$ cat src/rtl/ipi_pkg.sv
package ipi_pkg;
  typedef struct packed {
    logic loadLo;
    logic loadHi;
    logic readLo;
    logic readHi;
  } ipiStrobes_t;

  typedef struct packed {
    logic [1:0] shorthand;
    logic       trigger;
    logic       level;
    logic [2:0] mode;
    logic [7:0] vector;
  } ipiCmd_t;

  localparam int VEC_LSB   = 0;
  localparam int MODE_LSB  = 8;
  localparam int BUSY_BIT  = 12;
  localparam int LEVEL_BIT = 14;
  localparam int TRIG_BIT  = 15;
  localparam int SH_LSB    = 18;
  localparam int DEST_LSB  = 24;
  localparam logic [1:0] SH_ALL = 2'b10;
endpackage

$ cat src/rtl/ipi_ctrl.sv
module ipi_ctrl
  import ipi_pkg::*;
#(
  parameter int ADDR_W = 12,
  parameter logic [ADDR_W-1:0] LO_OFF = 12'h300,
  parameter logic [ADDR_W-1:0] HI_OFF = 12'h310
) (
  input  logic              clk,
  input  logic              rstN,
  input  logic [ADDR_W-1:0] busAddr,
  input  logic              busWrEn,
  input  logic              msgReady,
  output ipiStrobes_t       strb,
  output logic              busy
);
  logic hitLo, hitHi;

  assign hitLo = (busAddr == LO_OFF);
  assign hitHi = (busAddr == HI_OFF);

  always_comb begin
    strb.readLo = hitLo;
    strb.readHi = hitHi;
    strb.loadHi = busWrEn && hitHi;
    strb.loadLo = busWrEn && hitLo && !busy;
  end

  always_ff @(posedge clk) begin
    if (!rstN) busy <= 1'b0;
    else if (strb.loadLo) busy <= 1'b1;
    else if (busy && msgReady) busy <= 1'b0;
  end
endmodule

$ cat src/rtl/ipi_datapath.sv
module ipi_datapath
  import ipi_pkg::*;
#(
  parameter int DATA_W = 32,
  parameter int DEST_W = 8
) (
  input  logic              clk,
  input  logic              rstN,
  input  ipiStrobes_t       strb,
  input  logic              busy,
  input  logic [DATA_W-1:0] busWrData,
  output logic [DATA_W-1:0] busRdData,
  output ipiCmd_t           cmd,
  output logic [DEST_W-1:0] dest
);
  logic [DEST_W-1:0] hiDest;
  logic [DEST_W-1:0] pendDest;
  ipiCmd_t           wrCmd;

  always_comb begin
    wrCmd.vector    = busWrData[VEC_LSB +: 8];
    wrCmd.mode      = busWrData[MODE_LSB +: 3];
    wrCmd.level     = busWrData[LEVEL_BIT];
    wrCmd.trigger   = busWrData[TRIG_BIT];
    wrCmd.shorthand = busWrData[SH_LSB +: 2];
  end

  always_ff @(posedge clk) begin
    if (!rstN) begin
      cmd      <= '0;
      hiDest   <= '0;
      pendDest <= '0;
    end else begin
      if (strb.loadHi) hiDest <= busWrData[DEST_LSB +: DEST_W];
      if (strb.loadLo) begin
        cmd      <= wrCmd;
        pendDest <= hiDest;
      end
    end
  end

  assign dest = (cmd.shorthand == SH_ALL) ? {DEST_W{1'b1}} : pendDest;

  always_comb begin
    busRdData = '0;
    if (strb.readLo) begin
      busRdData[VEC_LSB +: 8]  = cmd.vector;
      busRdData[MODE_LSB +: 3] = cmd.mode;
      busRdData[BUSY_BIT]      = busy;
      busRdData[LEVEL_BIT]     = cmd.level;
      busRdData[TRIG_BIT]      = cmd.trigger;
      busRdData[SH_LSB +: 2]   = cmd.shorthand;
    end else if (strb.readHi) begin
      busRdData[DEST_LSB +: DEST_W] = hiDest;
    end
  end
endmodule

$ cat src/rtl/ipi_cmd_sender.sv
module ipi_cmd_sender
  import ipi_pkg::*;
#(
  parameter int ADDR_W = 12,
  parameter int DATA_W = 32,
  parameter int DEST_W = 8,
  parameter logic [ADDR_W-1:0] LO_OFF = 12'h300,
  parameter logic [ADDR_W-1:0] HI_OFF = 12'h310
) (
  input  logic              clk,
  input  logic              rstN,
  input  logic [ADDR_W-1:0] busAddr,
  input  logic              busWrEn,
  input  logic [DATA_W-1:0] busWrData,
  output logic [DATA_W-1:0] busRdData,
  output logic              msgValid,
  input  logic              msgReady,
  output logic [DEST_W-1:0] msgDest,
  output logic [2:0]        msgMode,
  output logic [7:0]        msgVector,
  output logic              msgLevel,
  output logic              msgTrigger,
  output logic [1:0]        msgShorthand
);
  ipiStrobes_t strb;
  ipiCmd_t     cmd;
  logic        busy;

  ipi_ctrl #(.ADDR_W(ADDR_W), .LO_OFF(LO_OFF), .HI_OFF(HI_OFF)) ctrl_i (
    .clk(clk), .rstN(rstN), .busAddr(busAddr), .busWrEn(busWrEn),
    .msgReady(msgReady), .strb(strb), .busy(busy)
  );

  ipi_datapath #(.DATA_W(DATA_W), .DEST_W(DEST_W)) dp_i (
    .clk(clk), .rstN(rstN), .strb(strb), .busy(busy), .busWrData(busWrData),
    .busRdData(busRdData), .cmd(cmd), .dest(msgDest)
  );

  assign msgValid     = busy;
  assign msgMode      = cmd.mode;
  assign msgVector    = cmd.vector;
  assign msgLevel     = cmd.level;
  assign msgTrigger   = cmd.trigger;
  assign msgShorthand = cmd.shorthand;
endmodule

$ cat config.mk
export PLATFORM = sky130hd
export DESIGN_NAME = ipi_cmd_sender
export DESIGN_NICKNAME = d
export VERILOG_FILES = /design/src/rtl/ipi_pkg.sv /design/src/rtl/ipi_ctrl.sv /design/src/rtl/ipi_datapath.sv /design/src/rtl/ipi_cmd_sender.sv
export SDC_FILE = /design/constraint.sdc
export NUM_CORES = 1
export LEC_CHECK = 0
export CORE_MARGIN = 8
export CORE_UTILIZATION = 48
export CTS_CLUSTER_DIAMETER = 100
export DETAILED_ROUTE_END_ITERATION = 16
export DONT_BUFFER_PORTS = 1
export PLACE_DENSITY = 0.73
export SLEW_MARGIN = 0
export SYNTH_ARGS = -nofsm -noshare
export SYNTH_HDL_FRONTEND = slang
export SYNTH_HIERARCHICAL = 1
export SYNTH_SLANG_ARGS = --single-unit
$ cat constraint.sdc
create_clock -name clk -period 2.02 [get_ports clk]
set_input_delay 0.404 -clock clk [delete_from_list [all_inputs] [get_ports clk]]
set_output_delay 0.404 -clock clk [all_outputs]
set_load 0.1 [all_outputs]
; ---- Word-level counts from Yosys, hierarchy flattened
; Index checks and enable logic that the tools add are counted.
; Widths: inputs -> output; s select.
[word_totals]
input_bits = 48
out_inout_bits = 56
word_cells = 26
ff_bits = 32
[op_classes]
reduce_logical = 6
muxes = 9
eq_ne = 3
[ops]
columns = op, count
row1 = $eq 12x10->1 const B, 2
row2 = $mux 8, 3
row3 = $mux 11, 1
row4 = $logic_and 1x1->1, 4
row5 = $mux 2, 2
row6 = $mux 1, 3
row7 = $eq 2x2->1 const B, 1
row8 = $reduce_bool 2->1, 1
row9 = $logic_not 1->1, 1

; ---- Logic depth before layout (Yosys ltp)
[logic_depth]
word_depth = 4
mapped_depth = 7
ltp_nobuf = 5

; ---- By module
; Netlist, hierarchy kept.
[modules_own_cells]
columns = module, instances, seq_area_each_um2, cells_per_inst, area_each_um2
row1 = ipi_datapath, 1, 620.6, 144, 1478.9
row2 = ipi_ctrl, 1, 20.0, 20, 141.4

; ---- Least setup slack after synthesis
; OpenSTA, ideal clock, no wires.
[synth_timing]
path_type = flip-flop to output port
from = register dp_i/cmd[14] (netlist name)
to = output port msgDest[0]
path_buffers = 0
setup_slack_ns = -0.446
required_ns = 1.616
arrival_ns = 2.062
path_stages_with_launch = 3
cell_sequence = dfxtp_1 nand2b_1 nand2b_1
[synth_via]
elab_chain_len = 2
[synth_rtl]
columns = element, line_no
row1 = $eq 2x2->1, ipi_datapath.sv:42  ; assign dest = (cmd.shorthand == SH_ALL) ? {DEST_W{1'b1}} : pendDest;
row2 = $mux 8, ipi_datapath.sv:42
row3 = to (decl), ipi_cmd_sender.sv:18  ; output logic [DEST_W-1:0] msgDest,
; Every way passes these cells.

==> impl_metrics.csv <==
group,metric,value,unit
routing,avgViaCountPerCell,4.93,
synthesis,synth-compound-area-share,0.309,%
global_routing,grt_pass1_vias,1239,
power,power.density,551,nW/um^2
synthesis,async_flop_share,0,%
cells_and_area,regArea,643,sq um
synthesis,ys.flop_type,"dfxtp_1",
synthesis,synth_area,1620,sq um
floorplanning,dieArea,5490,sq um
min_path,hold_class,"input pin to register",
cells_and_area,synthToLayoutAreaGrowth,40.4,%
routing,dr.pass1.iters,4,
synthesis,yosysWarnings,6,
routing,routedWlPerCell,17.2,um
global_routing,grt_max_degree,34,
power,finalPower,0.00125,W
sta,clock_skew,12.8,ps
sta,fin_crit,2070,ps
setup_path,r2r-end,"dp_i/cmd[0]$_SDFFE_PN0P_",
global_routing,overflow,0,
cells_and_area,final_cell_mix,"31 x mux2i_1, 31 x nor2b_1, 30 x dfxtp_1, 19 x buf_4, 19 x buf_12",
setup_path,cp-start-kind,"input pin",
clock_tree,insertion_delay,330,ps
cells_and_area,final_nets,248,
cells_and_area,antenna_cells,0,
placed_design,place_inst,237,
synthesis,ys_ff_latch,32,
run_status,status,"finished with violations",
setup_path,crit_start,"busAddr[5]",
clock_tree,cts_tree,"yes",
setup_path,cp-end-kind,"output port",
sta,fin_crit_sh,102,%
synthesis,yosys.area_share.simple,31.3,%
routing,drt_iter0_drc,26,
synthesis,syn_area_per_cell,9.88,sq um
setup_path,required,1620,ps
clock_tree,clockBufferDepth,2,
synthesis,synth_edf_count,0,
synthesis,synthXorXnorAreaFrac,0,%
routing,vias,1218,
cells_and_area,multi_input_comb_area,930,sq um
synthesis,synth_top_family_by_area,"simple AND/OR/NAND/NOR gates",
sta,layout_setup_ws,-48.6,ps
synthesis,yosysUniqueCellTypes,22,
clock_tree,cts_sinks,32,
sta,rsz0062_at_grt,"true",
clock_tree,h-tree-depth,2,
sta,fmax,0.483,GHz
power,p_leak,0.853,nW
floorplanning,core_area,3280,sq um
setup_path,cp_max_fo,8,
placed_design,finalWeightedCongestion,0.725,
floorplanning,ios,104,
clock_tree,hold_buffers,0,
sta,finalSetupViolations,14,
routing,wirelength,4240,um
cells_and_area,stdcell_count,247,
cells_and_area,drive_gt1_share,43.3,%
synthesis,synthAdderAreaFrac,0,%
floorplanning,start_util,49.3,%
synthesis,syn_inst,164,
setup_path,crit_arrival,1660,ps
setup_path,reg2regPathDepth,5,
global_routing,grt_pass1_wl,6320,um
floorplanning,die_height,74.1,um
cells_and_area,fill_cells,268,
setup_path,path_class,"input pin to output port",
floorplanning,chipWidth,74.1,um
clock_tree,cts_root_buf,"clkbuf_4",
clock_tree,cts_buffers,5,
global_routing,antenna_found_initial,0,
synthesis,muxShareOfSynthArea,19.2,%
run_status,failed_checks,"setup timing",
global_routing,grt_usage,15.5,%
sta,hold_ws,203,ps
power,vdd_drop_max,0.000474,V
placed_design,portBuffers,0,
floorplanning,fp-row-count,21,
min_path,min_from,"rstN",
job,cap_violations,0,
routing,ant_nets,0,
min_path,holdPathEnd,"dp_i/hiDest[4]$_SDFFE_PN0P_",
min_path,hold_depth,1,
cells_and_area,final_util,69.3,%
clock_tree,clkSlewWorstSetupHoldPaths,100,ps
routing,drc,0,
synthesis,ys_seq_area_share,39.5,%
setup_path,r2r-start,"ctrl_i/busy$_SDFFE_PN0P_",
sta,drv_slew,0,
sta,final_hold_viol_count,0,
setup_path,r2r_setup_slack,700,ps
placed_design,dp_hpwl,3320,um
repair_timing:
item | in CTS | in global routing
pin swaps | 3 | 1
buffers inserted | 1 | 1
setup endpoints to repair | 24 | 24
gates resized for setup | 3 | 0
cell usage after synthesis (2+ instances only):
| master | number | share of area [%] |
|---|---|---|
| buf_12 | 2 | 2.5 |
| nand3_1 | 2 | 0.62 |
| nand2b_1 | 9 | 3.5 |
| clkbuf_1 | 3 | 0.69 |
| and2_1 | 25 | 9.7 |
| nor2b_1 | 31 | 12 |
| mux2i_1 | 31 | 19 |
| buf_4 | 11 | 5.1 |
| dfxtp_1 | 32 | 40 |
| nor2_1 | 6 | 1.4 |
how the worst max path moves through the flow:
stage	endpoint	depth (start not counted)	slack, ps
floorplan	busRdData[24]	6	-30
global placement	busRdData[14]	6	20
detailed placement	busRdData[19]	6	-110
finish	busRdData[24]	6	-50
global route	busRdData[24]	6	-110
CTS	busRdData[24]	6	-40
final cells by class:
cell class | count | area share (%)
inverters | 1 | 0.165
multi-input cells | 120 | 40.9
repair buffers | 40 | 24.0
flip-flops and latches | 32 | 28.3
well taps | 46 | 2.53
clock buffers | 7 | 2.86
clock inverters | 1 | 1.32
worst max-delay path, cell delays in order:
cell and delay [ps]:
nor3_1 290, nand4_2 200, nor2_1 130, nor2b_2 160, buf_6 140, and2_4 340
sequential cells by signal (all words and copies together) (netlist names):
name and cells:
dp_i/cmd 15, ctrl_i/busy 1, dp_i/pendDest 8, dp_i/hiDest 8
layer usage:
layer | track usage [%] | wire length (um) | vias up
li1 | - | - | 584
met1 | 12.6 | 1310 | 563
met2 | 29.2 | 2300 | 63
met3 | 6.87 | 519 | 8
met4 | 10.2 | 105 | 0
met5 | 0 | 0 | -
power breakdown:
group	switching [W]	leakage, nW	internal, W
combinational	0.0000693	0.543	0.0000130
sequential	0.0000000315	0.259	0.000630
clock	0.000213	0.0515	0.000329
cells by family (layout without fill, tap and decap cells):
kind of cell,count (synthesis),in the layout
AO/OA/AOI/OAI,1,1
multiplexers,31,31
flip-flops,32,32
AND/OR/NAND/NOR,80,80
other,1,8
buffers and inverters,19,49
metrics by stage:
| stage | setup TNS [ps] | cell area, sq um | worst slack, ps |
|---|---|---|---|
| after floorplan | -201 | 1720 | -25.1 |
| after global placement | 0 | 2150 | 20.2 |
| after detailed placement | -1510 | 2150 | -105 |
| after CTS | -525 | 2270 | -37.7 |
| after global routing | -2160 | 2270 | -107 |
| final | -435 | 2270 | -48.6 |
(Power assumes the default switching activity.)
